$ cat config.mk
export PLATFORM = sky130hd
export DESIGN_NAME = ivl_timer
export DESIGN_NICKNAME = d
export VERILOG_FILES = /design/src/rtl/ivl_timer_pkg.sv /design/src/rtl/ivl_tick_gate.sv /design/src/rtl/ivl_count.sv /design/src/rtl/ivl_ctrl.sv /design/src/rtl/ivl_timer.sv
export SDC_FILE = /design/constraint.sdc
export NUM_CORES = 1
export LEC_CHECK = 0
export ABC_AREA = 1
export BUFFER_PORTS_ARGS = -buffer_cell sky130_fd_sc_hd__buf_2
export CORE_ASPECT_RATIO = 1.1
export CORE_MARGIN = 10
export CORE_UTILIZATION = 62
export DETAILED_ROUTE_END_ITERATION = 12
export MAX_ROUTING_LAYER = met4
export PLACE_DENSITY = 0.86
export SETUP_SLACK_MARGIN = 0.05
export SYNTH_ARGS = -nofsm -noshare
export SYNTH_HDL_FRONTEND = slang
export SYNTH_SLANG_ARGS = --single-unit
$ cat constraint.sdc
create_clock -name clk -period 3.7 [get_ports clk]
set_input_delay 0.555 -clock clk [delete_from_list [all_inputs] [get_ports clk]]
set_output_delay 0.555 -clock clk [all_outputs]
set_load 0.03 [all_outputs]
$ cat src/rtl/ivl_timer_pkg.sv
package ivl_timer_pkg;
   localparam int unsigned ADDR_W   = 2;
   localparam logic [ADDR_W-1:0] A_CSR    = 2'd0;
   localparam logic [ADDR_W-1:0] A_COUNT  = 2'd1;
   localparam logic [ADDR_W-1:0] A_RELOAD = 2'd2;

   localparam int unsigned B_RUN  = 0;
   localparam int unsigned B_XFER = 1;
   localparam int unsigned B_STEP = 2;
   localparam int unsigned B_IE   = 3;
   localparam int unsigned B_DONE = 6;
   localparam int unsigned B_ERR  = 7;
   localparam int unsigned CSR_MSB = B_ERR;

   typedef struct packed {
      logic err;
      logic done;
      logic ie;
      logic run;
   } ctrl_state_t;
endpackage

$ cat src/rtl/ivl_tick_gate.sv
module ivl_tick_gate #(
   parameter bit EDGE_MODE = 1'b0
) (
   input  logic clk,
   input  logic rst_n,
   input  logic tick_i,
   output logic tick_o
);
   generate
      if (EDGE_MODE) begin : g_edge
         logic tick_d;
         always_ff @(posedge clk or negedge rst_n) begin
            if (!rst_n) tick_d <= 1'b0;
            else        tick_d <= tick_i;
         end
         assign tick_o = tick_i & ~tick_d;
      end else begin : g_level
         assign tick_o = tick_i;
      end
   endgenerate
endmodule

$ cat src/rtl/ivl_count.sv
module ivl_count #(
   parameter int unsigned CNT_W = 32
) (
   input  logic             clk,
   input  logic             rst_n,
   input  logic             xfer_i,
   input  logic             inc_i,
   input  logic [CNT_W-1:0] reload_i,
   output logic [CNT_W-1:0] count_o,
   output logic             wrap_o
);
   logic [CNT_W-1:0] cnt_q;
   logic [CNT_W-1:0] base;
   logic [CNT_W:0]   sum;

   assign base   = xfer_i ? reload_i : cnt_q;
   assign sum    = {1'b0, base} + {{CNT_W{1'b0}}, 1'b1};
   assign wrap_o = inc_i & sum[CNT_W];

   always_ff @(posedge clk or negedge rst_n) begin
      if (!rst_n) begin
         cnt_q <= '0;
      end else if (inc_i) begin
         cnt_q <= sum[CNT_W] ? reload_i : sum[CNT_W-1:0];
      end else if (xfer_i) begin
         cnt_q <= reload_i;
      end
   end

   assign count_o = cnt_q;

   AST_WRAP_RELOADS: assert property (@(posedge clk) disable iff (!rst_n)
      wrap_o |=> cnt_q == $past(reload_i));
   AST_XFER_LOADS: assert property (@(posedge clk) disable iff (!rst_n)
      (xfer_i && !inc_i) |=> cnt_q == $past(reload_i));
endmodule

$ cat src/rtl/ivl_ctrl.sv
module ivl_ctrl
   import ivl_timer_pkg::*;
#(
   parameter int unsigned DATA_W = 32
) (
   input  logic              clk,
   input  logic              rst_n,
   input  logic              csr_wr_i,
   input  logic [DATA_W-1:0] wdata_i,
   input  logic              tick_i,
   input  logic              wrap_i,
   output logic              xfer_o,
   output logic              inc_o,
   output ctrl_state_t       st_o,
   output logic              irq_o
);
   ctrl_state_t st_q, st_n;
   logic        irq_q, irq_n;
   logic        done_kept, err_kept;

   assign xfer_o = csr_wr_i & wdata_i[B_XFER];
   assign inc_o  = csr_wr_i ? (wdata_i[B_STEP] & ~wdata_i[B_RUN])
                            : (st_q.run & tick_i);

   assign done_kept = st_q.done & ~(csr_wr_i & wdata_i[B_DONE]);
   assign err_kept  = st_q.err  & ~(csr_wr_i & wdata_i[B_ERR]);

   always_comb begin
      st_n      = st_q;
      st_n.done = done_kept;
      st_n.err  = err_kept;
      if (csr_wr_i) begin
         st_n.run = wdata_i[B_RUN];
         st_n.ie  = wdata_i[B_IE];
      end
      if (wrap_i) begin
         if (done_kept) st_n.err  = 1'b1;
         else           st_n.done = 1'b1;
      end
      irq_n = (irq_q | (wrap_i & st_n.ie)) & st_n.done & st_n.ie;
   end

   always_ff @(posedge clk or negedge rst_n) begin
      if (!rst_n) begin
         st_q  <= '0;
         irq_q <= 1'b0;
      end else begin
         st_q  <= st_n;
         irq_q <= irq_n;
      end
   end

   assign st_o  = st_q;
   assign irq_o = irq_q;

   AST_WRAP_SETS_DONE: assert property (@(posedge clk) disable iff (!rst_n)
      wrap_i |=> st_q.done);
   AST_MISSED_SETS_ERR: assert property (@(posedge clk) disable iff (!rst_n)
      (wrap_i && st_q.done && !csr_wr_i) |=> st_q.err);
   AST_IRQ_QUALIFIED: assert property (@(posedge clk) disable iff (!rst_n)
      irq_q |-> (st_q.done && st_q.ie));
   AST_IRQ_ON_WRAP: assert property (@(posedge clk) disable iff (!rst_n)
      (wrap_i && (csr_wr_i ? wdata_i[B_IE] : st_q.ie)) |=> irq_q);
endmodule

$ cat src/rtl/ivl_timer.sv
module ivl_timer
   import ivl_timer_pkg::*;
#(
   parameter int unsigned CNT_W     = 32,
   parameter bit          EDGE_TICK = 1'b0
) (
   input  logic             clk,
   input  logic             rst_n,
   input  logic             tick_i,
   input  logic             wr_en_i,
   input  logic [1:0]       wr_addr_i,
   input  logic [CNT_W-1:0] wr_data_i,
   input  logic [1:0]       rd_addr_i,
   output logic [CNT_W-1:0] rd_data_o,
   output logic             irq_o
);
   localparam int unsigned PAD_W = CNT_W - (CSR_MSB + 1);

   generate
      if (CNT_W < CSR_MSB + 1 || CNT_W > 64) begin : g_bad_width
         $error("ivl_timer: CNT_W must lie between %0d and 64", CSR_MSB + 1);
      end
   endgenerate

   logic             tick_g, csr_wr, rel_wr, xfer, inc, wrap;
   logic [CNT_W-1:0] count, reload_q;
   ctrl_state_t      st;
   logic [CSR_MSB:0] csr_rd;

   assign csr_wr = wr_en_i && (wr_addr_i == A_CSR);
   assign rel_wr = wr_en_i && (wr_addr_i == A_RELOAD);

   ivl_tick_gate #(.EDGE_MODE(EDGE_TICK)) u_tick (
      .clk(clk), .rst_n(rst_n), .tick_i(tick_i), .tick_o(tick_g));

   always_ff @(posedge clk or negedge rst_n) begin
      if (!rst_n)      reload_q <= '0;
      else if (rel_wr) reload_q <= wr_data_i;
   end

   ivl_ctrl #(.DATA_W(CNT_W)) u_ctrl (
      .clk(clk), .rst_n(rst_n), .csr_wr_i(csr_wr), .wdata_i(wr_data_i),
      .tick_i(tick_g), .wrap_i(wrap), .xfer_o(xfer), .inc_o(inc),
      .st_o(st), .irq_o(irq_o));

   ivl_count #(.CNT_W(CNT_W)) u_count (
      .clk(clk), .rst_n(rst_n), .xfer_i(xfer), .inc_i(inc),
      .reload_i(reload_q), .count_o(count), .wrap_o(wrap));

   always_comb begin
      csr_rd         = '0;
      csr_rd[B_RUN]  = st.run;
      csr_rd[B_IE]   = st.ie;
      csr_rd[B_DONE] = st.done;
      csr_rd[B_ERR]  = st.err;
      unique case (rd_addr_i)
         A_CSR:    rd_data_o = {{PAD_W{1'b0}}, csr_rd};
         A_COUNT:  rd_data_o = count;
         A_RELOAD: rd_data_o = reload_q;
         default:  rd_data_o = '0;
      endcase
   end

   AST_STOPPED_HOLDS: assert property (@(posedge clk) disable iff (!rst_n)
      (!st.run && !csr_wr) |=> $stable(count));
   AST_WRITE_BLOCKS_TICK: assert property (@(posedge clk) disable iff (!rst_n)
      (csr_wr && !wr_data_i[B_XFER] && !wr_data_i[B_STEP]) |=> $stable(count));
endmodule

== Yosys cells after proc, flatten, opt, wreduce, memory -nomap -nowiden ==
Index checks and enable logic that the tools add are counted.

* Register bits: 69
* Input bits: 40
* Output and inout port bits: 33
* Logic and storage cells: 38

* Add/sub/neg operators: 1
* Eq/ne operators: 3
* Muxes and demuxes: 8
* Bitwise logic cells: 15
* Reductions and logical operators: 4

{| class="wikitable"
|+ Operators by type and width
! kind !! count
|-
| $mux 32 || 3
|-
| $pmux 32 s3 || 1
|-
| $add 32x1->33 const B || 1
|-
| $and 1x1->1 || 11
|-
| $eq 2x2->1 const B || 2
|-
| $logic_not 2->1 || 2
|-
| $mux 2 || 2
|-
| $not 1->1 || 3
|-
| $eq 2x1->1 const B || 1
|-
| $logic_and 1x1->1 || 2
|-
| $mux 1 || 2
|-
| $or 1x1->1 || 1
|}

== Depth between registers and ports, before layout ==
* Word-level depth: 10
* Depth in mapped cells: 18
* Mapped depth without buffers: 16

== By module ==
From an unflattened synthesis, not the netlist that was laid out.

* Cell total of the unflattened synthesis: 809
* Area total of the unflattened synthesis: 5,157.4 um^2

{| class="wikitable"
|+ Modules (own cells, without submodules)
! module !! instances !! cells an instance !! area an instance (um^2) !! seq. area each (um^2)
|-
| ivl_count || 1 || 524 || 3,083.0 || 800.8
|-
| ivl_timer || 1 || 257 || 1,844.3 || 800.8
|-
| ivl_ctrl || 1 || 27 || 222.7 || 125.1
|-
| ivl_tick_gate || 1 || 1 || 7.5 || 0.0
|}

== Least setup slack after synthesis ==
No wires, ideal clock.

* Path kind: input to output
* Start point: input port rd_addr_i[1]
* End point: output port rd_data_o[22]
* Arrival time: 2,009 ps
* Setup slack: 1,136 ps
* Stages on the path: 5
* Buffers on the path: 3
* Cells stage by stage: clkbuf_1 > or2_2 > clkbuf_1 > clkbuf_1 > o21ai_0

* Longest elaborated chain between the ends: 2
* Elaborated cells between the ends (all ways): 4
* Classes of those cells: eq/ne: 2; mux: 1; reduce/logical: 1

{| class="wikitable"
|+ Ends and longest elaborated chain
! item !! RTL line !! text
|-
| start, declared || ivl_timer.sv:13 || <nowiki>input logic [1:0] rd_addr_i,</nowiki>
|-
| $eq 2x2->1, or another cell as far along || ivl_timer.sv:56 || <nowiki>unique case (rd_addr_i)</nowiki>
|-
| $pmux 32 s3 (*) || ivl_timer.sv:56 ||
|-
| end, declared || ivl_timer.sv:14 || <nowiki>output logic [CNT_W-1:0] rd_data_o,</nowiki>
|}

Every way passes the cells marked *; elsewhere a longest branch is shown, timed or not.

== Worst setup path after layout ==
* Start point: input port wr_addr_i[1]
* End point: register u_count.cnt_q[11], in the netlist u_count.count_o[11]

* Longest elaborated chain between the ends: 7
* Elaborated cells between the ends (all ways): 8
* Classes of those cells: add/sub: 1; mux: 4; bitwise: 1; reduce/logical: 2

{| class="wikitable"
|+ Ends and longest elaborated chain
! item !! RTL line !! text
|-
| start, declared || ivl_timer.sv:11 || <nowiki>input logic [1:0] wr_addr_i,</nowiki>
|-
| $logic_not 2->1 (*) || ivl_timer.sv:30 || <nowiki>assign csr_wr = wr_en_i && (wr_addr_i == A_CSR);</nowiki>
|-
| $logic_and 1x1->1 (*) || ivl_timer.sv:30 ||
|-
| $and 1x1->1 || ivl_ctrl.sv:21 || <nowiki>assign xfer_o = csr_wr_i & wdata_i[B_XFER];</nowiki>
|-
| $mux 32 || - ||
|-
| $add 32x1->33 || ivl_count.sv:17 || <nowiki>assign sum = {1'b0, base} + {{CNT_W{1'b0}}, 1'b1};</nowiki>
|-
| $mux 32 || ivl_count.sv:24 || <nowiki>cnt_q <= sum[CNT_W] ? reload_i : sum[CNT_W-1:0];</nowiki>
|-
| $mux 32 (*) || ivl_count.sv:23 || <nowiki>end else if (inc_i) begin</nowiki>
|-
| end signal, assigned || ivl_count.sv:24 ||
|-
| end signal, assigned || ivl_count.sv:26 || <nowiki>cnt_q <= reload_i;</nowiki>
|-
| end, declared || ivl_count.sv:12 || <nowiki>logic [CNT_W-1:0] cnt_q;</nowiki>
|}

Marked as above.
A chain may end at the register's enable or synchronous reset.

==> results.py <==
metrics = {
    "power": {
        "powerDensity_nw_per_um2": 532,
        "vdd_drop_max_mv": 0.320,
        "p_leak_uw": 0.00284,
    },
    "critical_path": {
        "critPathKind": "in2reg",
        "critPathMaxStageDelay_ps": 310,
        "path_buf_inv": 4,
        "cp_top_family": "simple AND/OR/NAND/NOR gates",
        "worstSetupStartpointType": "primary input",
        "worst_setup_path_end_kind": "flop",
        "path_max_fanout": 20,
        "cp.required_ps": 3930,
        "cp_cell_sequence": "buf_2 -> nor2_4 -> nand3_4 -> nand2_1 -> o21ai_1 -> inv_1 -> ha_1 -> inv_1 -> nor2_4 -> nand2_2 -> nor2_4 -> nand3_2 -> inv_2 -> nand2_1 -> nand3_1 -> nand2_1",
        "slowest_stage": "nor2_4",
        "crit_arrival_ps": 2930,
    },
    "placement": {
        "place_congestion": 0.958,
        "io_buffers": 72,
        "placed_area_um2": 5220,
        "dp_hpwl_um": 10900,
    },
    "drt": {
        "drt_first_iter_violations": 526,
        "viasPerCell": 5.75,
        "drtAntennaViolNets": 0,
        "wl_um": 15200,
        "wl_per_cell_um": 16.6,
        "via_count": 5246,
        "drc": 0,
        "first_pass_iters": 5,
    },
    "flow_run": {
        "max_cap_viol_count": 0,
    },
    "logic_synthesis": {
        "ys.flop_type": "dfrtp_1",
        "ys_ff_latch": 69,
        "async_reset_ff_share_pct": 100,
        "synthCells": 743,
        "yosys_warnings": 0,
        "postSynthAreaPerCell_um2": 6.51,
        "syn_area_um2": 4840,
        "yosysSeqAreaShare_pct": 35.7,
        "ys_types": 31,
        "synth-edff-count": 0,
        "synthesis.nets": 784,
    },
    "floorplan": {
        "fp.coreArea_um2": 7510,
        "dieArea_um2": 11700,
        "rows": 33,
        "die_x_um": 104,
        "die_y_um": 113,
        "initial_core_util_pct": 64.4,
        "ios": 73,
    },
    "timing": {
        "fin_skew_ps": 19.7,
        "final.min_clock_period_ps": 2700,
        "finalSetupTns_ps": 0,
        "relSlewSlack_pct": 21.8,
        "setup_violations": 0,
        "hold_violations": 0,
        "maxSlewViolCount": 0,
        "rsz0062_at_grt": "no",
        "fin_crit_sh_pct": 72.9,
        "tightest_slew_ps": 1170,
        "max_freq_ghz": 0.371,
    },
    "final_layout": {
        "antenna_cells": 0,
        "fill_cells": 640,
        "syn_to_final_growth_pct": 12.0,
        "fin_area_um2": 5410,
        "nets": 843,
        "seqCellArea_um2": 1730,
        "multi_input_area_um2": 2560,
        "drive_gt1_share_pct": 16.0,
    },
    "clocking": {
        "cts.sinks": 69,
        "cts_buffer_depth": 2,
        "cts_buffers": 9,
        "cts-resized-gates": 0,
        "worstSkewPairLatency_ps": 360,
        "cts_tree": "done",
        "cts_hold_buf": 0,
        "clockRootBuffer": "clkbuf_8",
        "cts_setup_buffers": 0,
        "clk_pin_slew_ps": 90,
        "cts-htree-levels": 3,
    },
    "global_route": {
        "grt_pass1_vias": 5169,
        "grt_first_pass_wirelength_um": 25500,
        "overflow": 0,
        "grt_usage_pct": 26.8,
        "grt_max_degree": 51,
        "antenna_found_initial": 0,
    },
    "min_path": {
        "hold_class": "in2async",
    },
    "outcome": {
        "outcome": "finished, final reports clean",
    },
}
==> cell usage after synthesis (5+ instances only) <==
cell type | n | area [µm²]
o21ai_0 | 22 | 110
xor2_1 | 7 | 61.3
o22ai_1 | 24 | 150
buf_2 | 8 | 40.0
nand2_1 | 259 | 972
a21oi_1 | 26 | 130
o21ai_1 | 10 | 50.1
nand2_2 | 6 | 37.5
nand4_1 | 30 | 188
nand3_1 | 51 | 255
buf_4 | 5 | 37.5
mux2_2 | 5 | 56.3
buf_6 | 5 | 56.3
clkbuf_1 | 18 | 67.6
nor2_4 | 5 | 56.3
nor2_1 | 76 | 285
inv_1 | 91 | 342
dfrtp_1 | 69 | 1730
==> sequential cells by signal, indices dropped and copies added (netlist names) <==
register,flops
u_ctrl.irq_o,1
reload_q,32
u_count.count_o,32
u_ctrl.st_o,4
==> routing by layer <==
metal  wire length, µm  vias to the layer above  track usage (%)
met1              6410                     2438             32.9
met4               360                        0             10.0
met3              1270                       44             4.23
li1                  -                     2487                -
met2              7120                      277             43.6
met5                 0                        -                -
==> area by class of cell <==
cell class              instances  area share (%)
repair buffers                 84            8.32
well taps                     105            2.43
multi-input cells             543            47.2
clock buffers                  10            2.36
flip-flops and latches         69            31.9
clock inverters                 6            1.18
inverters                      95            6.59
==> where the power goes <==
group | internal (µW) | switching (µW)
logic | 375 | 805
registers | 950 | 127
clock network | 311 | 314
total | 1640 | 1250
==> cells in the final DEF (no fill, tap or decap), drive strengths merged <==
cell type    n
o221ai       4
clkinvlp     2
dfrtp       69
o21bai       1
mux2         5
nand4       31
clkbuf      10
xnor2        3
bufinv       1
o21ai       34
a21oi       26
buf         84
nor2        83
xor2         7
clkinv       3
ha           1
o22ai       24
nand3b       4
inv         95
nand3       53
or2          1
nand2      266
==> worst register-to-register path: stages (launching register included) <==
cell     delay [ps]
dfrtp_1         340
inv_1            60
nand2_1          80
o21ai_1         110
inv_1           110
ha_1            170
inv_1            90
nor2_4          150
nand2_2         110
nor2_4          310
nand3_2         130
inv_2           280
nand2_1         100
nand3_1         100
nand2_1          50
==> cells by family after synthesis <==
family	count (synthesis)	synth area share (%)
multiplexers	5	1.16
adder cells (fa/ha/maj)	1	0.259
buffers and inverters	131	11.5
AO/OA/AOI/OAI	89	10.3
AND/OR/NAND/NOR	438	39.2
XOR/XNOR	10	1.81
flip-flops	69	35.7
==> through the flow <==
stage	utilization, %	hold slack (ps)	std cells	total power, µW	worst slack [ps]
6_report	72.0	430	912	2880	1000
5_1_grt	72.0	437	912	3090	742
4_1_cts	72.0	429	912	2870	1050
3_5_place_dp	69.5	512	896	2250	690
3_3_place_gp	69.5	501	896	2210	845
2_1_floorplan	-	259	743	1930	1140
==> worst paths after layout <==
kind                       slack (ps)  cells after the start          startpoint                  end
max reg2reg                      1410                     14  u_count.count_o[0]  u_count.count_o[11]
min                               430                      1               rst_n          reload_q[9]
max in group asynchronous        2350                      2               rst_n         reload_q[22]
min in group clk                  440                      3       wr_data_i[12]         reload_q[12]
max                              1000                     16        wr_addr_i[1]  u_count.count_o[11]
min reg2reg                       540                      2      u_ctrl.st_o[0]       u_ctrl.st_o[0]
Power figures use the tool's default switching activity.
